<file path="config.mk">
export PLATFORM = sky130hd
export DESIGN_NAME = tw_link_host
export DESIGN_NICKNAME = d
export VERILOG_FILES = /design/src/rtl/tw_link_pkg.sv /design/src/rtl/tw_phase_timer.sv /design/src/rtl/tw_shift_unit.sv /design/src/rtl/tw_link_host.sv
export SDC_FILE = /design/constraint.sdc
export NUM_CORES = 1
export LEC_CHECK = 0
export BUFFER_PORTS_ARGS = -buffer_cell sky130_fd_sc_hd__buf_4
export CAP_MARGIN = 20
export CORE_UTILIZATION = 41
export DETAILED_ROUTE_END_ITERATION = 10
export PLACE_DENSITY_LB_ADDON = 0.1
export SLEW_MARGIN = 25
export SYNTH_ARGS = -nofsm -noshare
export SYNTH_HDL_FRONTEND = slang
export SYNTH_SLANG_ARGS = --single-unit
</file>
<file path="constraint.sdc">
create_clock -name clk -period 2.32 [get_ports clk]
set_input_delay 0.116 -clock clk [delete_from_list [all_inputs] [get_ports clk]]
set_output_delay 0.116 -clock clk [all_outputs]
set_load 0.02 [all_outputs]
</file>
<file path="src/rtl/tw_link_pkg.sv">
package tw_link_pkg;

   typedef enum logic [1:0] {
      OP_NONE = 2'b00,
      OP_SEND = 2'b01,
      OP_RECV = 2'b10,
      OP_END  = 2'b11
   } tw_op_e;

   typedef enum logic [2:0] {
      ST_OFF,
      ST_HOLD,
      ST_TX_LO,
      ST_TX_HI,
      ST_RX_TURN,
      ST_RX_LO,
      ST_RX_HI
   } tw_state_e;

endpackage

</file>
<file path="src/rtl/tw_phase_timer.sv">
module tw_phase_timer #(
   parameter int PHASE_CYCLES = 4
) (
   input  logic clk,
   input  logic rst_n,
   input  logic run,
   output logic phase_end
);
   localparam int CW = $clog2(PHASE_CYCLES + 1);
   localparam logic [CW-1:0] LAST = CW'(PHASE_CYCLES - 1);

   generate
      if (PHASE_CYCLES < 1) begin : g_bad_phase
         $error("tw_phase_timer: PHASE_CYCLES must be at least 1");
      end
   endgenerate

   logic [CW-1:0] cnt_q;

   always_ff @(posedge clk or negedge rst_n) begin
      if (!rst_n)
         cnt_q <= '0;
      else if (!run || phase_end)
         cnt_q <= '0;
      else
         cnt_q <= cnt_q + 1'b1;
   end

   assign phase_end = run && (cnt_q == LAST);

   // a phase ends only after the counter has run its full span
   p_phase_span_r4: assert property (@(posedge clk) disable iff (!rst_n)
      (run && $past(run) && !$past(phase_end) && PHASE_CYCLES > 1) |-> (cnt_q != '0));

endmodule

</file>
<file path="src/rtl/tw_shift_unit.sv">
module tw_shift_unit #(
   parameter int BYTE_BITS = 8,
   parameter bit MSB_FIRST = 1'b1
) (
   input  logic                 clk,
   input  logic                 rst_n,
   input  logic                 load,
   input  logic [BYTE_BITS-1:0] load_data,
   input  logic                 shift_en,
   input  logic                 shift_in,
   output logic                 out_bit,
   output logic                 last_bit,
   output logic [BYTE_BITS-1:0] data
);
   localparam int BW = $clog2(BYTE_BITS);
   localparam logic [BW-1:0] BLAST = BW'(BYTE_BITS - 1);

   generate
      if (BYTE_BITS < 2) begin : g_bad_width
         $error("tw_shift_unit: BYTE_BITS must be at least 2");
      end
   endgenerate

   logic [BYTE_BITS-1:0] sreg_q;
   logic [BYTE_BITS-1:0] sreg_next;
   logic [BW-1:0]        bcnt_q;

   generate
      if (MSB_FIRST) begin : g_msb
         assign sreg_next = {sreg_q[BYTE_BITS-2:0], shift_in};
         assign out_bit   = sreg_q[BYTE_BITS-1];
      end else begin : g_lsb
         assign sreg_next = {shift_in, sreg_q[BYTE_BITS-1:1]};
         assign out_bit   = sreg_q[0];
      end
   endgenerate

   always_ff @(posedge clk or negedge rst_n) begin
      if (!rst_n) begin
         sreg_q <= '1;
         bcnt_q <= '0;
      end else if (load) begin
         sreg_q <= load_data;
         bcnt_q <= '0;
      end else if (shift_en) begin
         sreg_q <= sreg_next;
         bcnt_q <= last_bit ? '0 : bcnt_q + 1'b1;
      end
   end

   assign last_bit = (bcnt_q == BLAST);
   assign data     = sreg_q;

   // loading a new byte and shifting never coincide
   p_load_xor_shift_r3: assert property (@(posedge clk) disable iff (!rst_n)
      !(load && shift_en));

endmodule

</file>
<file path="src/rtl/tw_link_host.sv">
module tw_link_host
   import tw_link_pkg::*;
#(
   parameter int PHASE_CYCLES = 4,
   parameter int BYTE_BITS    = 8,
   parameter bit MSB_FIRST    = 1'b1
) (
   input  logic                 clk,
   input  logic                 rst_n,
   input  logic                 req_valid,
   input  logic [1:0]           req_op,
   input  logic [BYTE_BITS-1:0] req_data,
   output logic                 busy,
   output logic                 rx_valid,
   output logic [BYTE_BITS-1:0] rx_data,
   output logic                 link_en_n,
   output logic                 link_sclk,
   output logic                 link_dout,
   output logic                 link_doe,
   input  logic                 link_din
);
   localparam int LW = $clog2(PHASE_CYCLES + 2) + 1;
   localparam logic [LW-1:0] LMAX = '1;

   generate
      if (PHASE_CYCLES < 1) begin : g_bad_phase
         $error("tw_link_host: PHASE_CYCLES must be at least 1");
      end
   endgenerate

   tw_state_e state_q, state_d;
   tw_op_e    op;
   logic      accept, timed, phase_end, last_bit, out_bit;
   logic      load, shift_en, rx_done;

   assign op     = tw_op_e'(req_op);
   assign busy   = (state_q != ST_OFF) && (state_q != ST_HOLD);
   assign accept = req_valid && !busy;
   assign timed  = busy;
   assign load   = accept && (op == OP_SEND || op == OP_RECV);

   tw_phase_timer #(.PHASE_CYCLES(PHASE_CYCLES)) u_timer (
      .clk       (clk),
      .rst_n     (rst_n),
      .run       (timed),
      .phase_end (phase_end)
   );

   assign shift_en = phase_end &&
                     ((state_q == ST_TX_HI && !last_bit) || state_q == ST_RX_HI);
   assign rx_done  = phase_end && (state_q == ST_RX_HI) && last_bit;

   tw_shift_unit #(.BYTE_BITS(BYTE_BITS), .MSB_FIRST(MSB_FIRST)) u_shift (
      .clk       (clk),
      .rst_n     (rst_n),
      .load      (load),
      .load_data (req_data),
      .shift_en  (shift_en),
      .shift_in  (link_din),
      .out_bit   (out_bit),
      .last_bit  (last_bit),
      .data      (rx_data)
   );

   always_comb begin
      state_d = state_q;
      unique case (state_q)
         ST_OFF, ST_HOLD: begin
            if (accept) begin
               case (op)
                  OP_SEND: state_d = ST_TX_LO;
                  OP_RECV: state_d = ST_RX_TURN;
                  OP_END:  state_d = ST_OFF;
                  default: state_d = state_q;
               endcase
            end
         end
         ST_TX_LO:   if (phase_end) state_d = ST_TX_HI;
         ST_TX_HI:   if (phase_end) state_d = last_bit ? ST_HOLD : ST_TX_LO;
         ST_RX_TURN: if (phase_end) state_d = ST_RX_LO;
         ST_RX_LO:   if (phase_end) state_d = ST_RX_HI;
         ST_RX_HI:   if (phase_end) state_d = last_bit ? ST_HOLD : ST_RX_LO;
         default:    state_d = ST_OFF;
      endcase
   end

   always_ff @(posedge clk or negedge rst_n) begin
      if (!rst_n) begin
         state_q  <= ST_OFF;
         rx_valid <= 1'b0;
      end else begin
         state_q  <= state_d;
         rx_valid <= rx_done;
      end
   end

   assign link_en_n = (state_q == ST_OFF);
   assign link_sclk = !((state_q == ST_TX_LO) || (state_q == ST_RX_LO));
   assign link_doe  = !((state_q == ST_RX_TURN) || (state_q == ST_RX_LO) ||
                        (state_q == ST_RX_HI));
   assign link_dout = (state_q == ST_OFF) ? 1'b1 : out_bit;

   // checker-side count of consecutive low clock cycles
   logic [LW-1:0] low_len_q;
   always_ff @(posedge clk or negedge rst_n) begin
      if (!rst_n)
         low_len_q <= '0;
      else if (link_sclk)
         low_len_q <= '0;
      else if (low_len_q != LMAX)
         low_len_q <= low_len_q + 1'b1;
   end

   // a closed link keeps every line high and the block idle
   p_closed_lines_r1: assert property (@(posedge clk) disable iff (!rst_n)
      link_en_n |-> (link_sclk && link_dout && link_doe && !busy));

   // sent data does not move while the clock is high
   p_dout_steady_r3: assert property (@(posedge clk) disable iff (!rst_n)
      (!link_en_n && !$past(link_en_n) && link_sclk && $past(link_sclk) &&
       link_doe && $past(link_doe)) |-> $stable(link_dout));

   // each low phase spans exactly PHASE_CYCLES clocks
   p_low_span_r4: assert property (@(posedge clk) disable iff (!rst_n)
      $rose(link_sclk) |-> (low_len_q == LW'(PHASE_CYCLES)));

   // direction turns only while the clock is high
   p_turn_high_r6: assert property (@(posedge clk) disable iff (!rst_n)
      !$stable(link_doe) |-> link_sclk);

   // received-byte strobe lasts one clock and comes with output direction
   p_rx_strobe_r8: assert property (@(posedge clk) disable iff (!rst_n)
      rx_valid |=> !rx_valid);
   p_rx_dir_r8: assert property (@(posedge clk) disable iff (!rst_n)
      rx_valid |-> (link_doe && !busy));

   // busy only ever starts from a presented request
   p_busy_from_req_r10: assert property (@(posedge clk) disable iff (!rst_n)
      $rose(busy) |-> $past(req_valid));

endmodule

</file>
==> results of run 1 <==
-- cell type report --
type | count | area share (%)
clock buffer | 4 | 2.49
inverter | 5 | 1.29
multi-input combinational | 94 | 44.3
sequential | 18 | 31.6
tap | 31 | 2.66
timing repair buffer | 34 | 17.7
-- sequential cells by signal, summed over array words and instances (netlist names) --
| register | cells |
|---|---|
| u_shift.bcnt_q | 3 |
| u_timer.cnt_q | 3 |
| u_shift.data | 8 |
| state_q | 3 |
| rx_valid | 1 |
-- path summary, 6_finish.rpt --
check                      cells after the start                           from                             to
max                                            5  u_shift.bcnt_q[0]$_DFFE_PN0P_  u_shift.bcnt_q[0]$_DFFE_PN0P_
min                                            3                    req_data[1]    u_shift.data[1]$_DFFE_PN1P_
max reg2reg                                    5  u_shift.bcnt_q[0]$_DFFE_PN0P_  u_shift.bcnt_q[0]$_DFFE_PN0P_
min reg2reg                                    1     u_timer.cnt_q[0]$_DFF_PN0_     u_timer.cnt_q[0]$_DFF_PN0_
max in group asynchronous                      2                          rst_n    u_shift.data[7]$_DFFE_PN1P_
min in group asynchronous                      2                          rst_n  u_shift.bcnt_q[0]$_DFFE_PN0P_
-- critical path, stage by stage, from the launching register on --
cell	delay, ns
dfrtp_1	0.43
ha_1	0.24
ha_1	0.24
or3b_1	0.38
a2111o_1	0.41
a31oi_1	0.13
-- cell families after synthesis --
family	after synthesis	synth area share, %
compound gates	47	29.1
flops	18	38.1
buf+inv	19	8.58
fa+ha+maj	7	7.24
simple gates	40	17.1
-- layout by cell type, fill, tap and decap left out, types with 2 or more instances in the layout --
cell	Yosys	layout
nand2_1	7	7
a31oi_1	18	18
nor2_1	15	15
nor3_1	2	2
dfrtp_1	10	10
inv_1	5	5
o21ai_0	2	2
clkbuf_4	0	3
nor2b_1	2	2
a21boi_0	8	8
buf_4	2	33
ha_1	7	7
dfstp_2	8	8
o2111ai_1	10	10
nand2b_1	3	3
nand3_1	3	3
-- synth_stat cells (all sizes together), types with 3 or more instances --
library cell  instances  area, um2
a31oi                19        125
nor2                 16       62.6
dfrtp                10        250
o2111ai              10       87.6
a21boi                8       60.1
dfstp                 8        210
buf                   7       58.8
clkbuf                7       26.3
ha                    7       87.6
nand2                 7       26.3
inv                   5       18.8
nand2b                3       18.8
nand3                 3       15.0
-- power groups by stage --
stage / registers (mW) / clock network (mW) / logic (mW)
final: 0.501 / 0.197 / 0.752
after global routing: 0.520 / 0.217 / 0.828
after floorplan: 0.494 / 0 / 0.533
after detailed placement: 0.507 / 0 / 0.745
after global placement: 0.504 / 0 / 0.728
after CTS: 0.502 / 0.208 / 0.751
-- metrics by stage --
stage	utilization (%)	power, mW	hold slack, ns
2_1_floorplan	-	1.03	-0.180
3_3_place_gp	50.7	1.23	0.00293
3_5_place_dp	50.7	1.25	0.00251
4_1_cts	52.4	1.46	0.0290
5_1_grt	52.4	1.57	0.0321
6_report	52.4	1.45	0.0472
-- routing by layer --
layer  vias to the layer above  global-route usage [%]
li1                        541                       -
met1                       530                    26.5
met2                        18                    31.6
met3                         5                    3.00
met4                         0                    7.32
met5                         -                       0
-- timing repair --
item                                    CTS  global route
endpoints found under the setup margin    0             0
hold buffers                              1             0
gates resized for setup                   0             0
hold endpoints to repair                 18             0
==> impl_results.md, run 1 <==
* Sw power at 621 uW
* DRC viols at 0
* Via count at 1,094
* Filler instances at 259
* Vias in the first global route at 1,014
* Crit Path Class: reg2reg
* Worst VDD drop at 485 uV
* Layout Cells excl Fill at 186
* Clock Sinks at 18
* Met1 WL at 1.35 mm
* Die X at 56.3 um
* P_int at 829 uW
* Slew headroom at 66.3%
* Total wire length at 2.85 mm
* ANT nets after route at 0
* Wire per inst at 15.3 um
* Pleak at 0.614 nW
* Max-slew violations at 0
* CTS H-Tree Depth at 1
* Initial antenna violation count at 0
* Routed length on met3 at 75 um
* Total number of yosys warnings at 0
* GRT Residual Overflow at 0
* Pre-CTS setup slack at 0.456 ns
* Clock skew at 0.0133 ns
* Via density at 5.88
* Worst endpoint required time at 2.55 ns
* GP Congestion at 0.798
* CP max FO at 4
* Storage cell area at 460 um2
* Post-Syn Area per Cell at 9.24 um2
* Gr usage total at 19.5%
* Min-Delay Path Class: in2reg
* Router iterations before antenna repair at 4
* Max-cap check violation count at 0
* Die span in y at 56.3 um
* Root Buffer: clkbuf_4
* Worst-margin pin slew at 0.506 ns
* Cell Area, Placed at 1410 um2
* FF+latch count, synth at 18
* Gate Count Post-Synth at 131
* Die area at 3170 um2
* Post-synth EDFFs at 0
* Top_reg_cell synth: dfrtp_1
* Syn Nets at 152
* Inserted Diodes at 0
* # IOs at 28
* Outcome: complete, no violations
* Ys async rst share at 100%
* Clock power frac at 13.6%
* Post-synth design cell area at 1210 um2
* Final setup TNS at 0 ns
* Sequential share of power at 34.6%
* CTS clk-pin slew, worst paths at 0.11 ns
* Area of the core at 2780 um2
* RSZ-0062 raised after global routing: no
* Seq/Total Area, Yosys at 38.1%
* Final setup viols at 0
* Largest net degree at the start of global routing at 27
* Setup slack, reg-to-reg at 0.42 ns
* Final period utilization at 81.7%
* Post-synth cell types at 35
* Final net count at 177
* Drt first-iter violations at 30
* DPL Wire Length at 1.98 mm
* Fin area at 1460 um2
* Placed instance count at 181
* # port buffers at 27
* First-pass GRT wire length at 4.82 mm
* Endpoint class of the critical path: flop
* Setup Fix Bufs, Post-CTS at 0
* Crit path DAT at 2.13 ns
* Crit start category: flop
* Tmin final at 1.90 ns
* Worst-skew pair later-pin latency at 0.30 ns
* Net Sw Frac at 42.8%
* Area taken by multi-input logic gates at 646 um2
* Area Overhead vs Synth at 20.5%
* Fin. Hold Viols at 0
* Comb pwr share at 51.9%
* Share of cells above drive strength 1 at 32.9%
* Max layer used: met4
* Maximum clock path buffer count at 2
* PD cells at 994 nW/um2
* Starting density of the core at 43.5%
* Setup ws final at 0.425 ns
* TritonCTS buffer count at 3
* Met2 wire len at 1.38 mm
* Max frequency at 528 MHz
* FP Rows at 19
* CTS tree: built
(Power assumes the default switching activity.)
==> run 2, diff against run 1 <==
ABC_AREA = 1   (was default)
clock period = 1.57 ns   (was 2.32 ns; I/O delays follow)
==> impl_results.md, run 2 <==
* Comb pwr share at 57.3%
* Most common cell after layout, fill and taps aside: nand2_1
* CTS H-Tree Depth at 1
* Clock Sinks at 18
* DPL Wire Length at 1.80 mm
* Post-synth design cell area at 1180 um2
* CTS clk-pin slew, worst paths at 0.11 ns
* Synth top area cells: dfrtp_1, dfstp_2, nand2_1
* Post-synth cell types at 19
* Starting density of the core at 43.0%
* Via count at 1,041
* Tmin final at 1.51 ns
* Pleak at 0.842 nW
* Net Sw Frac at 45.4%
* Sequential share of power at 31.7%
* Worst-skew pair later-pin latency at 0.30 ns
* First-pass GRT wire length at 4.05 mm
* Share of cells above drive strength 1 at 41.7%
* Total number of yosys warnings at 0
* Inserted Diodes at 0
* # IOs at 28
* Die area at 3090 um2
* Vias in the first global route at 903
* TritonCTS buffer count at 3
* # port buffers at 27
* Fin. Hold Viols at 0
* Crit path DAT at 1.72 ns
* Max-slew violations at 0
* Post-synth EDFFs at 0
* DRC viols at 0
* Final period utilization at 96.4%
* Syn Nets at 168
* ANT nets after route at 0
* Maximum clock path buffer count at 2
* Total wire length at 2.49 mm
* Max-cap check violation count at 0
* Sw power at 1.25 mW
* FP Rows at 19
* Crit Path Class: reg2reg
* Gr usage total at 16.4%
* Router iterations before antenna repair at 5
* Min-Delay Path Class: in2reg
* Area Overhead vs Synth at 29.4%
* Via density at 4.78
* Seq/Total Area, Yosys at 39.1%
* Commonest non-fill, non-tap cells in the layout: nand2_1, buf_4, nand3_1, inv_1, nand3_2
* Ys async rst share at 100%
* Max frequency at 661 MHz
* WHS at 0.0759 ns
* Die X at 55.6 um
* Outcome: complete, no violations
* Number of flip-flops in the largest register at 8
* Initial antenna violation count at 0
* Clock skew at 0.00744 ns
* Slew headroom at 80.1%
* Overall power at 2.75 mW
* Final setup viols at 0
* Post-synth top area cell: dfrtp_1
* Wire per inst at 11.4 um
* P_int at 1.50 mW
* Yosys top cell area share at 21.3%
* GP Congestion at 0.728
* Filler instances at 252
* Final net count at 209
* Count leader, synth: nand2_1
* Top_reg_cell synth: dfrtp_1
* FF+latch count, synth at 18
* Post-Syn Area per Cell at 8.00 um2
* Final setup TNS at 0 ns
* Root Buffer: clkbuf_4
* CTS tree: built
* Worst-margin pin slew at 0.296 ns
* Drt first-iter violations at 18
* Die span in y at 55.6 um
* GRT Residual Overflow at 0
* Worst VDD drop at 1240 uV
* Commonest cells post-synth: nand2_1, nand3_1, inv_1
* CP max FO at 6
* Largest net degree at the start of global routing at 19
* Area of the core at 2730 um2
* Post-Route Utilization at 55.7%
* Worst endpoint required time at 1.77 ns
* Crit start category: flop
* Layout Cells excl Fill at 218
* Gate Count Post-Synth at 147
* Placed instance count at 207
* Clock power frac at 11.0%
* Endpoint class of the critical path: flop
* PD cells at 1800 nW/um2
==> run 2: cell types whose count changed in the layout (fill, tap and decap cells not counted), moves of 3 or more <==
cell,delta
nand2b_1,-3
a31oi_1,-18
inv_1,+7
nand3_1,+11
nand2_1,+45
buf_4,+7
o21ai_0,+3
o2111ai_1,-10
nand2_2,+4
nor2_1,-6
a21boi_0,-8
nand3_2,+10
==> run 2: layer usage <==
metal / vias up / global-route usage (%) / wire (um)
met3: 2 / 3.04 / 72
met4: 0 / 5.36 / 19
met1: 480 / 23.6 / 1280
met5: - / 0 / 0
li1: 543 / - / -
met2: 16 / 24.8 / 1120
==> run 2: area by class of cell <==
cell class	instances	area (um2)	share of cell area, %
multi-input cells	108	606	39.8
repair buffers	42	322	21.1
clock buffers	4	36.3	2.38
flip-flops and latches	18	463	30.4
inverters	15	56.3	3.70
well taps	31	38.8	2.55
==> run 2: final timing paths <==
kind                                               startpoint  slack, ns  cells past startpoint                             to
worst max-delay path            u_shift.bcnt_q[0]$_DFFE_PN0P_       0.06                      9  u_shift.bcnt_q[1]$_DFFE_PN0P_
worst min-delay path                                 link_din       0.08                      5    u_shift.data[0]$_DFFE_PN1P_
worst max register to register  u_shift.bcnt_q[0]$_DFFE_PN0P_       0.06                      9  u_shift.bcnt_q[1]$_DFFE_PN0P_
worst min register to register     u_timer.cnt_q[0]$_DFF_PN0_       0.44                      1     u_timer.cnt_q[0]$_DFF_PN0_
max in group asynchronous                               rst_n       1.13                      2    u_shift.data[0]$_DFFE_PN1P_
min in group asynchronous                               rst_n       0.17                      2         state_q[0]$_DFFE_PN0P_
==> run 2: repair_timing <==
action                     4_1_cts  5_1_grt
resized for setup                1        7
hold buffers                     1        0
buffers inserted                 1        5
hold endpoints to repair        18        0
setup endpoints to repair        2        9
pin swaps                        1        3
==> run 2: through the flow <==
| stage | setup slack (ns) | instance area (um2) |
|---|---|---|
| finish | 0.0561 | 1520 |
| global route | -0.0109 | 1520 |
| CTS | 0.0295 | 1470 |
| detailed placement | 0.0577 | 1410 |
| global placement | 0.0883 | 1410 |
| floorplan | 0.0794 | 1180 |
==> run 2: worst max-delay path: stages, from the launching register on <==
cell	delay (ns)
dfrtp_1	0.41
ha_2	0.20
ha_2	0.17
nor2_1	0.14
nand2_2	0.08
nand2_2	0.09
nand2_4	0.09
buf_6	0.14
nand3_2	0.04
nand2_1	0.05
==> run 2: logic make-up after synthesis <==
group | Yosys count | share of synthesized area [%]
AND/OR/NAND/NOR | 96 | 41.1
buffers and inverters | 21 | 10.2
AO/OA/AOI/OAI | 5 | 2.13
adder cells (fa/ha/maj) | 7 | 7.45
flip-flops | 18 | 39.1
==> run 2: power groups by stage <==
stage          Clock [mW]  Sequential, mW  Combinational [mW]
4_1_cts             0.309           0.879                1.51
3_3_place_gp            0           0.875                1.46
3_5_place_dp            0           0.886                1.47
5_1_grt             0.326           0.897                1.74
6_report            0.303           0.871                1.57
2_1_floorplan           0           0.926               0.978
==> run 3, diff against run 2 <==
CAP_MARGIN = 10   (was 20)
CORE_ASPECT_RATIO = 1.4   (was default)
==> impl_results.md, run 3 (synthesis results as in run 2) <==
* Total wire length at 2.54 mm
* Critical-path cell list: ha_2 -> ha_2 -> nor2_2 -> nand2_2 -> nand2_4 -> nand2_4 -> buf_4 -> nand3_2 -> nand2_1
* Fin. Hold Viols at 0
* Min-Delay Path Class: in2reg
* Share of cells above drive strength 1 at 42.2%
* DRC viols at 0
* Final period utilization at 96.0%
* Vias in the first global route at 991
* Wire per inst at 11.5 um
* Pre-CTS setup slack at 0.00194 ns
* Largest net degree at the start of global routing at 19
* Worst-skew pair later-pin latency at 0.29 ns
* Worst VDD drop at 1250 uV
* Root Buffer: clkbuf_4
* Area of the core at 2670 um2
* Inserted Diodes at 0
* Number of flip-flops in the largest register at 8
* Worst-margin pin slew at 0.244 ns
* RSZ-0062 raised after global routing: no
* Endpoint class of the critical path: flop
* ANT nets after route at 0
* Most common cell after layout, fill and taps aside: nand2_1
* Fin area at 1530 um2
* Crit-path max cell delay at 0.40 ns
* Crit path DAT at 1.73 ns
* Placed instance count at 211
* Die span in y at 65.4 um
* Overall power at 2.73 mW
* Outcome: complete, no violations
* Buffers & Inverters on Critical Path at 1
* Area taken by multi-input logic gates at 622 um2
* Gr usage total at 18.9%
* Slew headroom at 83.7%
* CTS tree: built
* Drt first-iter violations at 22
* FP Rows at 22
* GP Congestion at 0.817
* First-pass GRT wire length at 4.22 mm
* Clock Sinks at 18
* GRT Residual Overflow at 0
* Via count at 1,037
* Final setup TNS at 0 ns
* Crit Path Class: reg2reg
* Area Overhead vs Synth at 30.1%
* Final setup viols at 0
* # port buffers at 27
* Pleak at 0.835 nW
* Max-slew violations at 0
* Router iterations before antenna repair at 4
* Die area at 3090 um2
* Final net count at 207
* CTS H-Tree Depth at 1
* Filler instances at 256
* Crit path max-delay cell type: dfrtp_1
* Maximum clock path buffer count at 2
* Clock skew at 0.00935 ns
* Max-cap check violation count at 0
* Post-Route Utilization at 57.3%
* CTS clk-pin slew, worst paths at 0.11 ns
* Starting density of the core at 44.0%
* Cell Area, Placed at 1430 um2
* # IOs at 28
* CP max FO at 5
* Tmin final at 1.51 ns
* WHS at 0.0752 ns
* Max frequency at 664 MHz
* Commonest non-fill, non-tap cells in the layout: nand2_1, buf_4, nand3_1, inv_1, nand3_2
* Storage cell area at 463 um2
* PD cells at 1780 nW/um2
* Layout Cells excl Fill at 221
* Crit-path leading delay family: simple AND/OR/NAND/NOR gates
* Worst endpoint required time at 1.79 ns
* Via density at 4.69
* Crit start category: flop
* DPL Wire Length at 1.99 mm
* TritonCTS buffer count at 3
* Die X at 47.3 um
* Setup ws final at 0.0635 ns
* Initial antenna violation count at 0
run 3: changes by cell type in the layout (fill, tap and decap cells not counted), sizes merged:
cell,before,now
buf,41,38
nand2,58,59
run 3: final timing paths:
| kind | startpoint | slack, ns | endpoint | cells after the start |
|---|---|---|---|---|
| setup / recovery | u_shift.bcnt_q[0]$_DFFE_PN0P_ | 0.06 | u_shift.data[6]$_DFFE_PN1P_ | 9 |
| hold / removal | link_din | 0.08 | u_shift.data[0]$_DFFE_PN1P_ | 5 |
| setup reg to reg | u_shift.bcnt_q[0]$_DFFE_PN0P_ | 0.06 | u_shift.data[6]$_DFFE_PN1P_ | 9 |
| hold reg to reg | u_timer.cnt_q[0]$_DFF_PN0_ | 0.44 | u_timer.cnt_q[0]$_DFF_PN0_ | 1 |
| max in group asynchronous | rst_n | 1.10 | u_shift.data[6]$_DFFE_PN1P_ | 2 |
| min in group asynchronous | rst_n | 0.19 | state_q[0]$_DFFE_PN0P_ | 2 |
run 3: layout make-up:
| type | instances | area share, % |
|---|---|---|
| well taps | 36 | 2.94 |
| repair buffers | 39 | 20.1 |
| flip-flops and latches | 18 | 30.3 |
| clock buffers | 4 | 2.37 |
| multi-input cells | 109 | 40.6 |
| inverters | 15 | 3.68 |
run 3: worst min-delay path: stages:
cell and delay, ns:
buf_4 0.08, nand2_1 0.04, nand2_1 0.05, nand2_1 0.05, nand2_1 0.05
run 3: routing by layer:
metal,track usage (%),routed length (um),vias up
met5,0,0,-
li1,-,-,536
met1,21.2,1060,478
met3,1.65,79,2
met2,35.3,1380,21
met4,5.36,17,0
run 3: power breakdown:
part | switching, mW | total, mW | internal [mW]
Combinational | 0.912 | 1.58 | 0.663
Clock | 0.145 | 0.286 | 0.141
Sequential | 0.173 | 0.869 | 0.696
Total | 1.23 | 2.73 | 1.50
run 3: what timing repair did:
item,CTS,global route
endpoints found under the hold margin,18,0
setup endpoints to repair,9,10
resized for setup,2,6
gates cloned,1,0
pin swaps,2,1
buffers inserted,4,0
hold buffers,1,0
